$ cat config.mk
export PLATFORM = sky130hd
export DESIGN_NAME = flash_ctl
export DESIGN_NICKNAME = d
export VERILOG_FILES = /design/src/rtl/flash_ctl_pkg.sv /design/src/rtl/flash_ctl_decode.sv /design/src/rtl/flash_ctl_pagechk.sv /design/src/rtl/flash_ctl_regs.sv /design/src/rtl/flash_ctl.sv
export SDC_FILE = /design/constraint.sdc
export NUM_CORES = 1
export LEC_CHECK = 0
export BUFFER_PORTS_ARGS = -buffer_cell sky130_fd_sc_hd__buf_2
export CAP_MARGIN = 20
export CORE_ASPECT_RATIO = 1.75
export CORE_MARGIN = 8
export CORE_UTILIZATION = 46
export DETAILED_ROUTE_END_ITERATION = 16
export GPL_ROUTABILITY_DRIVEN = 1
export PLACE_DENSITY_LB_ADDON = 0.08
export SLEW_MARGIN = 5
export SYNTH_ARGS = -nofsm -noshare
export SYNTH_HDL_FRONTEND = slang
export SYNTH_SLANG_ARGS = --single-unit
$ cat constraint.sdc
create_clock -name clk -period 2.6 [get_ports clk]
set_input_delay 0.13 -clock clk [delete_from_list [all_inputs] [get_ports clk]]
set_output_delay 0.13 -clock clk [all_outputs]
set_load 0.01 [all_outputs]
$ cat src/rtl/flash_ctl_pkg.sv
package flash_ctl_pkg;
  // Bus decode strobes passed from control to datapath
  typedef struct packed {
    logic regWr;
    logic regRd;
    logic arrWr;
  } busStrobe_t;

  // Stored mode bits; packed order matches read-back bit positions 3..0
  typedef struct packed {
    logic hv;
    logic mass;
    logic erase;
    logic pgm;
  } modeBits_t;

  localparam int MODE_W = 4;
endpackage

$ cat src/rtl/flash_ctl_decode.sv
module flash_ctl_decode #(
  parameter int ADDR_W = 16,
  parameter logic [ADDR_W-1:0] REG_ADDR = 16'hFE08,
  parameter logic [ADDR_W-1:0] FLASH_BASE = 16'hE000
) (
  input  logic [ADDR_W-1:0] busAddr,
  input  logic busWr,
  input  logic busRd,
  input  logic hvActive,
  output flash_ctl_pkg::busStrobe_t strobe
);
  logic hitReg;
  logic inWindow;

  assign hitReg = (busAddr == REG_ADDR);
  assign inWindow = (busAddr >= FLASH_BASE);

  always_comb begin
    strobe.regWr = busWr && hitReg;
    strobe.regRd = busRd && hitReg;
    // the target address is frozen once high voltage is on
    strobe.arrWr = busWr && inWindow && !hitReg && !hvActive;
  end
endmodule

$ cat src/rtl/flash_ctl_pagechk.sv
module flash_ctl_pagechk #(
  parameter int ADDR_W = 16,
  parameter int PAGE_W = 6,
  parameter logic [ADDR_W-1:0] VEC_BASE = 16'hFFDE
) (
  input  logic [ADDR_W-1:0] latchAddr,
  input  flash_ctl_pkg::modeBits_t mode,
  output logic [ADDR_W-1:0] pageBase,
  output logic refuse
);
  logic inVec;

  assign pageBase = {latchAddr[ADDR_W-1:PAGE_W], {PAGE_W{1'b0}}};
  assign inVec = (latchAddr >= VEC_BASE);
  assign refuse = mode.hv && mode.erase && !mode.mass && inVec;
endmodule

$ cat src/rtl/flash_ctl_regs.sv
module flash_ctl_regs #(
  parameter int ADDR_W = 16,
  parameter int DATA_W = 8
) (
  input  logic clk,
  input  logic rstN,
  input  flash_ctl_pkg::busStrobe_t strobe,
  input  logic [ADDR_W-1:0] busAddr,
  input  logic [DATA_W-1:0] busWrData,
  input  logic refuse,
  output flash_ctl_pkg::modeBits_t mode,
  output logic [ADDR_W-1:0] latchAddr,
  output logic [DATA_W-1:0] rdData,
  output logic startPulse
);
  import flash_ctl_pkg::*;

  modeBits_t wrBits;
  modeBits_t modeNext;
  logic hvPrev;
  logic keepPair;

  assign wrBits = busWrData[MODE_W-1:0];
  assign keepPair = wrBits.pgm && wrBits.erase;

  always_comb begin
    modeNext = mode;
    if (strobe.regWr) begin
      modeNext.mass = wrBits.mass;
      if (!keepPair) begin
        modeNext.pgm = wrBits.pgm;
        modeNext.erase = wrBits.erase;
      end
      modeNext.hv = wrBits.hv && (modeNext.pgm || modeNext.erase) &&
                    (mode.hv || mode.pgm || mode.erase);
    end
  end

  always_ff @(posedge clk) begin
    if (!rstN) begin
      mode <= '0;
      latchAddr <= '0;
      hvPrev <= 1'b0;
    end else begin
      mode <= modeNext;
      hvPrev <= mode.hv;
      if (strobe.arrWr) latchAddr <= busAddr;
    end
  end

  assign startPulse = mode.hv && !hvPrev && !refuse;
  assign rdData = strobe.regRd ? {{(DATA_W-MODE_W){1'b0}}, mode} : '0;
endmodule

$ cat src/rtl/flash_ctl.sv
module flash_ctl #(
  parameter int ADDR_W = 16,
  parameter int DATA_W = 8,
  parameter int PAGE_W = 6,
  parameter logic [ADDR_W-1:0] REG_ADDR = 16'hFE08,
  parameter logic [ADDR_W-1:0] FLASH_BASE = 16'hE000,
  parameter logic [ADDR_W-1:0] VEC_BASE = 16'hFFDE
) (
  input  logic clk,
  input  logic rstN,
  input  logic [ADDR_W-1:0] busAddr,
  input  logic [DATA_W-1:0] busWrData,
  input  logic busWr,
  input  logic busRd,
  output logic [DATA_W-1:0] busRdData,
  output logic pgmMode,
  output logic eraseMode,
  output logic massMode,
  output logic hvDrive,
  output logic opStart,
  output logic vecErr,
  output logic [ADDR_W-1:0] pageBase
);
  import flash_ctl_pkg::*;

  busStrobe_t strobe;
  modeBits_t mode;
  logic [ADDR_W-1:0] latchAddr;
  logic refuse;

  flash_ctl_decode #(.ADDR_W(ADDR_W), .REG_ADDR(REG_ADDR), .FLASH_BASE(FLASH_BASE)) u_decode (
    .busAddr(busAddr), .busWr(busWr), .busRd(busRd),
    .hvActive(mode.hv), .strobe(strobe)
  );

  flash_ctl_regs #(.ADDR_W(ADDR_W), .DATA_W(DATA_W)) u_regs (
    .clk(clk), .rstN(rstN), .strobe(strobe), .busAddr(busAddr),
    .busWrData(busWrData), .refuse(refuse), .mode(mode),
    .latchAddr(latchAddr), .rdData(busRdData), .startPulse(opStart)
  );

  flash_ctl_pagechk #(.ADDR_W(ADDR_W), .PAGE_W(PAGE_W), .VEC_BASE(VEC_BASE)) u_page (
    .latchAddr(latchAddr), .mode(mode), .pageBase(pageBase), .refuse(refuse)
  );

  assign pgmMode = mode.pgm;
  assign eraseMode = mode.erase;
  assign massMode = mode.mass;
  assign hvDrive = mode.hv && !refuse;
  assign vecErr = refuse;
endmodule

==> metrics.csv <==
stage;metric;value;unit
run_status;status;completed;
power_and_ir_drop;p_per_area;501.4;mW/mm²
sta;worst_slew_pin_slew;0.5397;ns
route;dr_wl_met2;1339;µm
synth;synthCells;122;
cells_and_area;diodes;0;
sta;max_slew_margin;64.02;%
cells_and_area;num-fill-cells;218;
critical_path;crit_fanout;7;
critical_path;r2r_setup_slack;1.38;ns
synth;synth_seq_cells;20;
synth;synth_area;0.001075;mm²
cells_and_area;regArea;400.4;µm²
clock_tree;cts_resized;0;
route;drtAntennaViolNets;0;
synth;yosys_warnings;0;
critical_path;crit_slowest_cell;nor4_1;
synth;ys_types;28;
critical_path;crit_path_end;opStart;
critical_path;crit_start;u_regs.mode[3];
sta;post-route-period-util;73.49;%
sta;hold_viol_final;0;
sta;rsz0062_at_grt;no;
critical_path;critical_path_class;flop to output port;
die;die_area;0.004200;mm²
critical_path;max_stage_delay;0.49;ns
cells_and_area;num-nets-final;181;
power_and_ir_drop;share_comb_of_total_power;9.8;%
power_and_ir_drop;p_total;0.6111;mW
synth;yosysSeqAreaShare;37.25;%
global_route;antenna_found_initial;0;
critical_path;r2r-start;u_regs.mode[3];
clock_tree;cts.sinks;20;
route;maxUsedRoutingLayer;met4;
hold_path;hold_class;input pin to flop;
placement;hpwlAfterDp;2044;µm
die;ios;58;
global_route;grt_use_total;12.33;%
cells_and_area;final_core_util;54.29;%
cells_and_area;final_common_cell;buf_2;
route;routed_wl;2595;µm
die;die_x;52.54;µm
clock_tree;path_clk_slew;0.07;ns
critical_path;crit_path_cell_trace;and4b_1, nand3_1, nor4_1, nor3b_1, buf_2;
global_route;overflow;0;
sta;setup_tns;0;ns
placement;place_congestion;0.7000;
synth;synth_area_leaders;dfxtp_1, buf_4, mux2i_1;
power_and_ir_drop;intPower;0.4712;mW
power_and_ir_drop;max-vdd-ir-drop;0.3496;mV
sta;slew_viol_final;0;
clock_tree;htree_levels;1;
critical_path;worstPathArrival;1.78;ns
placement;io_buffers;43;
sta;hold_slack;0.1169;ns
clock_tree;postCtsSetupRepairBufs;0;
critical_path;reg2reg_to;u_regs.latchAddr[8];
synth;synth_top_area_share;37.25;%
route;first_pass_iters;4;
power_and_ir_drop;p_sw_share;22.88;%
die;initial_core_util;47.88;%
critical_path;cp-start-kind;flop;
clock_tree;hold_buffers;0;
synth;yosysTopAreaCell;dfxtp_1;
power_and_ir_drop;p_sw;0.1398;mW
route;drt_iter0_markers;21;
sta;finalSetupViolations;0;
die;coreArea;0.002245;mm²
route;drc;0;
clock_tree;cts_inserted_buffers;3;
cells_and_area;multiInputGateArea;516.7;µm²
route;avgRoutedWirePerCell;14.66;µm
die;rows;23;
route;num_vias;898;
global_route;grt_pass1_vias;913;
synth;syn_avg_cell_area;8.810;µm²
cells_and_area;syn2layout_area_growth;13.39;%
sta;fmax;523.4;MHz
clock_tree;cts_tree;built;
critical_path;end_kind;output port;
clock_tree;clock_path_buffers;2;
clock_tree;clock_latency;0.25;ns
power_and_ir_drop;leakage;0.5788;nW
sta;min_period;1.911;ns
critical_path;cp.required;2.47;ns
flow_run;cap_violations;0;
global_route;grt_max_degree;34;
clock_tree;cts_root_buffer;clkbuf_8;
power_and_ir_drop;pwr-share-clk;38.6;%
critical_path;rr_worst_depth;3;
die;die_height;79.95;µm
cells_and_area;drive_gt1_share;35.53;%
route;via_per_inst;5.073;
cells_and_area;final_cell_mix;buf_2, nand2_1, dfxtp_1;
route;wl_met3;224;µm
global_route;grt_pass1_wl;4071;µm
sta;skew;0.0009998;ns
route;met1_length;1007;µm
power_and_ir_drop;seqPwrFrac;51.6;%
## cell families (layout without fill, tap and decap cells)
kind of cell           count (synthesis)  count (layout)  share of synthesized area, %
AOI/OAI and AO/OA                     11              11                         8.032
buffers and inverters                 26              47                         17.81
and+or+nand+nor                       53              53                         26.31
muxes                                 11              11                         10.24
DFF                                   20              20                         37.25
other                                  1              10                        0.3489
## worst min-delay path by stage
stage / startpoint / endpoint / cells past startpoint
after global routing: busAddr[11] / u_regs.latchAddr[11] / 3
final: busWrData[2] / u_regs.mode[2] / 3
after detailed placement: busAddr[6] / u_regs.latchAddr[6] / 3
after floorplan: busAddr[5] / u_regs.latchAddr[5] / 2
after global placement: busWrData[2] / u_regs.mode[2] / 3
after CTS: busWrData[2] / u_regs.mode[2] / 3
## final cells by class
cell class	instances	share of cell area [%]
Multi-Input combinational cell	85	42.40
Sequential cell	20	32.85
Timing Repair Buffer	43	17.66
Clock buffer	4	4.517
Tap cell	25	2.567
## synthesized netlist by cell type
cell type / count
nand4_1: 3
mux2i_1: 11
o221a_2: 3
buf_4: 20
conb_1: 1
o21ai_0: 1
nand2_1: 25
nor2_1: 3
o21ai_1: 2
nor4_2: 1
nor3_1: 3
and2_1: 5
nor2b_1: 1
a41oi_1: 1
nor4_1: 1
nand3_1: 4
a31oi_1: 1
and4b_1: 1
nor3b_1: 2
and4bb_2: 1
nand4b_2: 1
clkbuf_1: 4
dfxtp_1: 20
and2_4: 1
o21a_1: 3
buf_6: 1
buf_8: 1
or2_1: 1
## worst max-delay path, delay by kind of cell (launching register included)
family	cells	cell delay, ns
buffers and inverters	1	0.17
flip-flops	1	0.45
AND/OR/NAND/NOR	4	0.91
## state kept, by name (all words and copies together), names as in the netlist
| register | cells |
|---|---|
| u_regs.hvPrev | 1 |
| u_regs.mode | 4 |
| u_regs.latchAddr | 15 |
## metal layers
metal	vias to the layer above	global-route usage (%)
met3	2	4.478
met2	33	20.88
li1	449	-
met4	0	6.250
met5	-	0
met1	414	12.61
## metrics by stage
| step | worst slack (ns) | cell area (µm²) | instances |
|---|---|---|---|
| after floorplan | 1.036 | 1109 | 131 |
| after CTS | 0.6871 | 1219 | 177 |
| after detailed placement | 0.9745 | 1164 | 173 |
| after global routing | 0.5745 | 1219 | 177 |
| final | 0.6893 | 1219 | 177 |
| after global placement | 1.021 | 1164 | 173 |
## power groups by stage
| stage | clock network, mW | registers, mW | logic, mW |
|---|---|---|---|
| 6_report | 0.236 | 0.315 | 0.0600 |
| 5_1_grt | 0.252 | 0.316 | 0.0667 |
| 2_1_floorplan | 0 | 0.322 | 0.0503 |
| 3_5_place_dp | 0 | 0.323 | 0.0596 |
| 3_3_place_gp | 0 | 0.322 | 0.0585 |
| 4_1_cts | 0.241 | 0.315 | 0.0598 |
Note: power is estimated with default switching activity, not from simulation.
